### src/rtl/mbs_pkg.sv
// Shared types and helpers for the multiplexed bus cycle sequencer.
// Assumes kind codes 0..5 are valid and codes 6 and 7 are unused.
package mbs_pkg;

    typedef enum logic [2:0] {
        K_FETCH = 3'd0,
        K_MRD   = 3'd1,
        K_MWR   = 3'd2,
        K_IORD  = 3'd3,
        K_IOWR  = 3'd4,
        K_INTA  = 3'd5
    } kind_e;

    typedef enum logic [2:0] {
        ST_IDLE = 3'd0,
        ST_T1   = 3'd1,
        ST_T2   = 3'd2,
        ST_TW   = 3'd3,
        ST_T3   = 3'd4,
        ST_T4   = 3'd5
    } tstate_e;

    localparam int unsigned KIND_LAST = 5;

    function automatic logic kind_ok(input logic [2:0] code);
        return code <= 3'(KIND_LAST);
    endfunction

    function automatic logic kind_long(input kind_e k);
        return (k == K_FETCH) || (k == K_INTA);
    endfunction

    function automatic logic kind_write(input kind_e k);
        return (k == K_MWR) || (k == K_IOWR);
    endfunction

    function automatic logic kind_read(input kind_e k);
        return (k == K_FETCH) || (k == K_MRD) || (k == K_IORD);
    endfunction

    function automatic logic kind_io(input kind_e k);
        return (k == K_IORD) || (k == K_IOWR) || (k == K_INTA);
    endfunction

    function automatic logic [1:0] kind_status(input kind_e k);
        logic [1:0] code;
        case (k)
            K_FETCH:        code = 2'b11;
            K_MRD, K_IORD:  code = 2'b10;
            K_MWR, K_IOWR:  code = 2'b01;
            default:        code = 2'b00;
        endcase
        return code;
    endfunction

endpackage

### src/rtl/mbs_sequencer.sv
// T-state sequencer: takes a request, holds it for the cycle and steps
// T1 -> T2 -> (waits) -> T3 [-> T4]. Assumes READY is synchronous to clk.
module mbs_sequencer
    import mbs_pkg::*;
#(
    parameter int ADDR_W = 16,
    parameter int DATA_W = 8
) (
    input  logic              clk,
    input  logic              rst_n,
    input  logic              req_valid,
    input  logic [2:0]        req_kind,
    input  logic [ADDR_W-1:0] req_addr,
    input  logic [DATA_W-1:0] req_wdata,
    input  logic              ready_in,
    output tstate_e           st_q,
    output kind_e             kind_q,
    output logic [ADDR_W-1:0] addr_q,
    output logic [DATA_W-1:0] wdata_q,
    output logic              last_ph,
    output logic              slot_open
);

    tstate_e st_nxt;
    logic    take;

    // Purpose: flag the final T-state and the acceptance window.
    always_comb begin
        last_ph   = (st_q == ST_T4) || ((st_q == ST_T3) && !kind_long(kind_q));
        slot_open = (st_q == ST_IDLE) || last_ph;
        take      = slot_open && req_valid && kind_ok(req_kind);
    end

    // Purpose: choose the next T-state.
    always_comb begin
        case (st_q)
            ST_IDLE: st_nxt = take ? ST_T1 : ST_IDLE;
            ST_T1:   st_nxt = ST_T2;
            ST_T2,
            ST_TW:   st_nxt = ready_in ? ST_T3 : ST_TW;
            ST_T3: begin
                if (kind_long(kind_q)) st_nxt = ST_T4;
                else                   st_nxt = take ? ST_T1 : ST_IDLE;
            end
            ST_T4:   st_nxt = take ? ST_T1 : ST_IDLE;
            default: st_nxt = ST_IDLE;
        endcase
    end

    // Purpose: state register and request hold registers.
    always_ff @(posedge clk) begin
        if (!rst_n) begin
            st_q    <= ST_IDLE;
            kind_q  <= K_FETCH;
            addr_q  <= '0;
            wdata_q <= '0;
        end else begin
            st_q <= st_nxt;
            if (take) begin
                kind_q  <= kind_e'(req_kind);
                addr_q  <= req_addr;
                wdata_q <= req_wdata;
            end
        end
    end

endmodule

### src/rtl/mbs_pin_decode.sv
// Pin decode: turns the registered T-state and the held request into
// pin levels. Purely combinational, so the pins follow the state register.
module mbs_pin_decode
    import mbs_pkg::*;
#(
    parameter int ADDR_W = 16,
    parameter int DATA_W = 8
) (
    input  tstate_e                  st_q,
    input  kind_e                    kind_q,
    input  logic [ADDR_W-1:0]        addr_q,
    input  logic [DATA_W-1:0]        wdata_q,
    output logic                     ale,
    output logic [DATA_W-1:0]        ad_out,
    output logic                     ad_oe,
    output logic [ADDR_W-DATA_W-1:0] a_hi,
    output logic                     io_m,
    output logic                     s1,
    output logic                     s0,
    output logic                     rd_n,
    output logic                     wr_n,
    output logic                     inta_n
);

    logic active;
    logic strobe_ph;

    // Purpose: phase flags shared by all pin equations.
    always_comb begin
        active    = (st_q != ST_IDLE);
        strobe_ph = (st_q == ST_T2) || (st_q == ST_TW) || (st_q == ST_T3);
    end

    // Purpose: address, select and status pins held for the whole cycle.
    always_comb begin
        a_hi     = active ? addr_q[ADDR_W-1:DATA_W] : '0;
        io_m     = active && kind_io(kind_q);
        {s1, s0} = active ? kind_status(kind_q) : 2'b00;
    end

    // Purpose: strobes and the shared-line driver.
    always_comb begin
        ale    = (st_q == ST_T1);
        rd_n   = !(strobe_ph && kind_read(kind_q));
        wr_n   = !(strobe_ph && kind_write(kind_q));
        inta_n = !(strobe_ph && (kind_q == K_INTA));
        ad_oe  = ale || (strobe_ph && kind_write(kind_q));
        if (ale)        ad_out = addr_q[DATA_W-1:0];
        else if (ad_oe) ad_out = wdata_q;
        else            ad_out = '0;
    end

endmodule

### src/rtl/mbs_rd_capture.sv
// Read byte capture: latches the shared lines on the edge that leaves T2
// or a wait state with READY high (the edge that enters T3), for
// non-write cycles. Assumes ad_in is settled by that edge.
module mbs_rd_capture
    import mbs_pkg::*;
#(
    parameter int DATA_W = 8
) (
    input  logic              clk,
    input  logic              rst_n,
    input  tstate_e           st_q,
    input  kind_e             kind_q,
    input  logic              ready_in,
    input  logic [DATA_W-1:0] ad_in,
    output logic [DATA_W-1:0] rdata
);

    logic grab;

    // Purpose: decide whether this edge enters T3 of a read-type cycle.
    always_comb begin
        grab = ((st_q == ST_T2) || (st_q == ST_TW)) && ready_in && !kind_write(kind_q);
    end

    // Purpose: hold the captured byte.
    always_ff @(posedge clk) begin
        if (!rst_n)    rdata <= '0;
        else if (grab) rdata <= ad_in;
    end

endmodule

### src/rtl/mbs_top.sv
// Top of the multiplexed bus cycle sequencer. It joins the sequencer,
// the pin decode and the read capture. Assumes the caller holds
// req_valid until it sees idle high at a rising edge.
module mbs_top
    import mbs_pkg::*;
#(
    parameter int ADDR_W = 16,
    parameter int DATA_W = 8
) (
    input  logic                     clk,
    input  logic                     rst_n,
    input  logic                     req_valid,
    input  logic [2:0]               req_kind,
    input  logic [ADDR_W-1:0]        req_addr,
    input  logic [DATA_W-1:0]        req_wdata,
    output logic                     idle,
    input  logic                     ready_in,
    input  logic [DATA_W-1:0]        ad_in,
    output logic                     ale,
    output logic [DATA_W-1:0]        ad_out,
    output logic                     ad_oe,
    output logic [ADDR_W-DATA_W-1:0] a_hi,
    output logic                     io_m,
    output logic                     s1,
    output logic                     s0,
    output logic                     rd_n,
    output logic                     wr_n,
    output logic                     inta_n,
    output logic [DATA_W-1:0]        rdata,
    output logic                     done
);

    localparam int HI_W = ADDR_W - DATA_W;

    tstate_e           st_q;
    kind_e             kind_q;
    logic [ADDR_W-1:0] addr_q;
    logic [DATA_W-1:0] wdata_q;
    logic              last_ph;
    logic              slot_open;

    mbs_sequencer #(.ADDR_W(ADDR_W), .DATA_W(DATA_W)) u_seq (
        .clk       (clk),
        .rst_n     (rst_n),
        .req_valid (req_valid),
        .req_kind  (req_kind),
        .req_addr  (req_addr),
        .req_wdata (req_wdata),
        .ready_in  (ready_in),
        .st_q      (st_q),
        .kind_q    (kind_q),
        .addr_q    (addr_q),
        .wdata_q   (wdata_q),
        .last_ph   (last_ph),
        .slot_open (slot_open)
    );

    mbs_pin_decode #(.ADDR_W(ADDR_W), .DATA_W(DATA_W)) u_pins (
        .st_q    (st_q),
        .kind_q  (kind_q),
        .addr_q  (addr_q),
        .wdata_q (wdata_q),
        .ale     (ale),
        .ad_out  (ad_out),
        .ad_oe   (ad_oe),
        .a_hi    (a_hi),
        .io_m    (io_m),
        .s1      (s1),
        .s0      (s0),
        .rd_n    (rd_n),
        .wr_n    (wr_n),
        .inta_n  (inta_n)
    );

    mbs_rd_capture #(.DATA_W(DATA_W)) u_cap (
        .clk      (clk),
        .rst_n    (rst_n),
        .st_q     (st_q),
        .kind_q   (kind_q),
        .ready_in (ready_in),
        .ad_in    (ad_in),
        .rdata    (rdata)
    );

    // Purpose: completion and acceptance flags at the edge of the block.
    always_comb begin
        done = last_ph;
        idle = slot_open;
    end

endmodule

### config.mk
export PLATFORM = sky130hd
export DESIGN_NAME = mbs_top
export DESIGN_NICKNAME = d
export VERILOG_FILES = /design/src/rtl/mbs_pkg.sv /design/src/rtl/mbs_sequencer.sv /design/src/rtl/mbs_pin_decode.sv /design/src/rtl/mbs_rd_capture.sv /design/src/rtl/mbs_top.sv
export SDC_FILE = /design/constraint.sdc
export NUM_CORES = 1
export LEC_CHECK = 0
export BUFFER_PORTS_ARGS = -buffer_cell sky130_fd_sc_hd__buf_2
export CAP_MARGIN = 15
export CORE_AREA = 5 5 69 71
export CTS_CLUSTER_DIAMETER = 30
export DETAILED_ROUTE_END_ITERATION = 8
export DIE_AREA = 0 0 74 76
export PLACE_DENSITY = 0.77
export SLEW_MARGIN = 20
export SYNTH_ARGS = -nofsm -noshare
export SYNTH_HDL_FRONTEND = slang
export SYNTH_SLANG_ARGS = --single-unit
### constraint.sdc
create_clock -name clk -period 2 [get_ports clk]
set_input_delay 0.1 -clock clk [delete_from_list [all_inputs] [get_ports clk]]
set_output_delay 0.1 -clock clk [all_outputs]
set_load 0.02 [all_outputs]
==> results.sh <==
export IMPL_synth_fp_nets=269
export IMPL_synthesis_area_mm2=0.00187
export IMPL_start_kind="flop"
export IMPL_fmax_mhz=524
export IMPL_setup_ws_ps=90.3
export IMPL_place_ws_ps=146
export IMPL_portBuffers=72
export IMPL_nNetsFinal=338
export IMPL_ant_nets=0
export IMPL_slew_violations=0
export IMPL_die_area_mm2=0.00562
export IMPL_arrival_ps=1810
export IMPL_syn2layout_area_growth_pct=28.2
export IMPL_clk_insertion_delay_late_ps=290
export IMPL_powerDensity_mw_per_mm2=849
export IMPL_multiInputGateArea_mm2=0.00100
export IMPL_first_iter_violations=89
export IMPL_yosys_area_top_type_share_pct=40.7
export IMPL_wl_per_cell_um=12.3
export IMPL_fp_dieH_um=76
export IMPL_required_ps=1900
export IMPL_seq_area_um2=762
export IMPL_slew_headroom_pct=44.6
export IMPL_synth_area_top_cells="dfxtp_1, nand2_1, mux2i_1"
export IMPL_worstPathCellList="and2b_1 > o21bai_2 > a21oi_4 > a21oi_1 > buf_2"
export IMPL_io_pins=73
export IMPL_cts_sinks=38
export IMPL_clk_pin_slew_ps=80
export IMPL_fin_skew_ps=5.70
export IMPL_switching_share_pct=26.2
export IMPL_crit_path_end_kind="output port"
export IMPL_path_max_fanout=9
export IMPL_yosys_area_top_type="dfxtp_1"
export IMPL_dr_total_vias=1712
export IMPL_worst_slew_pin_slew_ps=832
export IMPL_internal_power_w=0.00150
export IMPL_synthCells=230
export IMPL_diodes=0
export IMPL_p_clk_share_pct=39.5
export IMPL_clockBufferDepth=2
export IMPL_hold_class="in2reg"
export IMPL_max_stage_delay_ps=410
export IMPL_finalWirelength_um=4310
export IMPL_leakage_nw=1.09
export IMPL_root_buffer="clkbuf_8"
export IMPL_finalCoreUtilization_pct=57.4
export IMPL_grt_max_degree=30
export IMPL_final_hold_violation_count=0
export IMPL_rows=24
export IMPL_vias_per_cell=4.86
export IMPL_cts_tree="built"
export IMPL_peakVddDrop_v=0.000441
export IMPL_maxCapViolations=0
export IMPL_final_min_clock_period_ps=1910
export IMPL_layout_commonest_cell="nand2_1"
export IMPL_drive_gt1_share_pct=32.0
export IMPL_die_w_um=74
export IMPL_fill_cells=386
export IMPL_dp_cells=344
export IMPL_path_delay_family="compound AO/OA/AOI/OAI gates"
export IMPL_grt_pass1_wl_um=7120
export IMPL_finalSetupViolCount=0
export IMPL_power_w=0.00204
export IMPL_cts_hold_buffers=0
export IMPL_ys_seq_elements=38
export IMPL_core_area_mm2=0.00417
export IMPL_drt_drc_violations_left=0
export IMPL_grt_pass1_vias=1624
export IMPL_finalHoldWorstSlack_ps=39.9
export IMPL_synth_cell_types=35
export IMPL_seqPwrFrac_pct=41.5
export IMPL_crit_slowest_cell="dfxtp_1"
export IMPL_gp_congestion=0.793
export IMPL_synth_seq_area_share_pct=40.7
export IMPL_cts_setup_buffers=0
export IMPL_antenna_found_initial=0
export IMPL_grt_usage_pct=16.0
export IMPL_p_sw_w=0.000533
export IMPL_fin_cells=352
export IMPL_synth_warnings=0
export IMPL_start_util_pct=44.8
export IMPL_tritoncts_num_buffers=5
export IMPL_dr_pass1_iters=4
export IMPL_htreeDepth=2
export IMPL_most_common_layout_cells="nand2_1, buf_2, dfxtp_1"
export IMPL_path_class="reg2out"
export IMPL_synth_area_per_cell_um2=8.13
export IMPL_status="complete, no violations"
export IMPL_grt_ovfl_total=0
export IMPL_fin_crit_sh_pct=95.5
export IMPL_timing_critical_path_buf_inv=1
export IMPL_combPwrFrac_pct=18.9
export IMPL_hpwl_um=3190
-- cells in the mapped netlist, drive strengths merged --
library cell,n
nand2,85
dfxtp,38
mux2i,27
a21oi,13
clkbuf,9
nor2b,9
nand3,8
o21ai,8
buf,6
inv,4
nand2b,3
nor2,3
nor3,2
xnor2,2
a211oi,1
a21boi,1
a31oi,1
and2b,1
nand3b,1
o2111a,1
o2111ai,1
o211ai,1
o21a,1
o21bai,1
or2b,1
or3,1
or3b,1
-- tightest hold or removal path, stage by stage --
cell and delay [ps]:
buf_2 90, nand2_1 50, o21ai_1 50
-- cell type report --
type                    count  area share, %
inverters                   4          0.626
well taps                  52           2.71
repair buffers             77           17.1
multi-input cells         173           41.8
clock inverters             2           2.51
clock buffers               6           3.44
flip-flops and latches     38           31.8
-- flip-flops by register name (all words and copies together), names as in the netlist --
register / cells
u_cap.rdata: 8
u_seq.addr_q: 16
u_seq.kind_q: 3
u_seq.st_q: 3
u_seq.wdata_q: 8
-- power by group through the flow --
stage / Combinational (W) / Clock (W) / Sequential (W)
floorplan: 0.000287 / 0 / 0.000854
global placement: 0.000376 / 0 / 0.000861
detailed placement: 0.000383 / 0 / 0.000862
CTS: 0.000384 / 0.000818 / 0.000845
global route: 0.000425 / 0.000854 / 0.000855
finish: 0.000386 / 0.000805 / 0.000846
-- timing repair --
action,CTS,global route
cloned,0,0
pin swaps,0,0
endpoints found under the setup margin,2,15
resized for setup,0,4
-- per-layer routing --
| layer | wire length, µm | GRT usage, % |
|---|---|---|
| met4 | 55 | 4.89 |
| met3 | 410 | 7.26 |
| met2 | 2030 | 26.1 |
| met1 | 1820 | 18.5 |
| met5 | 0 | 0 |
-- per-stage QoR --
| step | cell area [µm²] | setup TNS, ps |
|---|---|---|
| 4_1_cts | 2380 | -30.0 |
| 3_5_place_dp | 2240 | 0 |
| 3_3_place_gp | 2240 | 0 |
| 2_1_floorplan | 1870 | 0 |
| 6_report | 2400 | 0 |
| 5_1_grt | 2400 | -1.76 |
-- logic make-up after synthesis --
logic type                synth area share (%)
DFF                                       40.7
and+or+nand+nor                           26.8
muxes                                     14.4
AOI/OAI and AO/OA                         9.50
xor gates and xnor gates                  1.94
buffers and inverters                     6.62
-- worst paths after layout --
| path | from | to | slack [ps] | cells after the start |
|---|---|---|---|---|
| min | ad_in[5] | u_cap.rdata[5] | 40 | 3 |
| max | u_seq.st_q[2] | ad_out[7] | 90 | 5 |
| max reg2reg | u_seq.kind_q[2] | u_seq.addr_q[8] | 160 | 4 |
| min reg2reg | u_seq.wdata_q[6] | u_seq.wdata_q[6] | 460 | 2 |
Note: power is estimated with default switching activity, not from simulation.
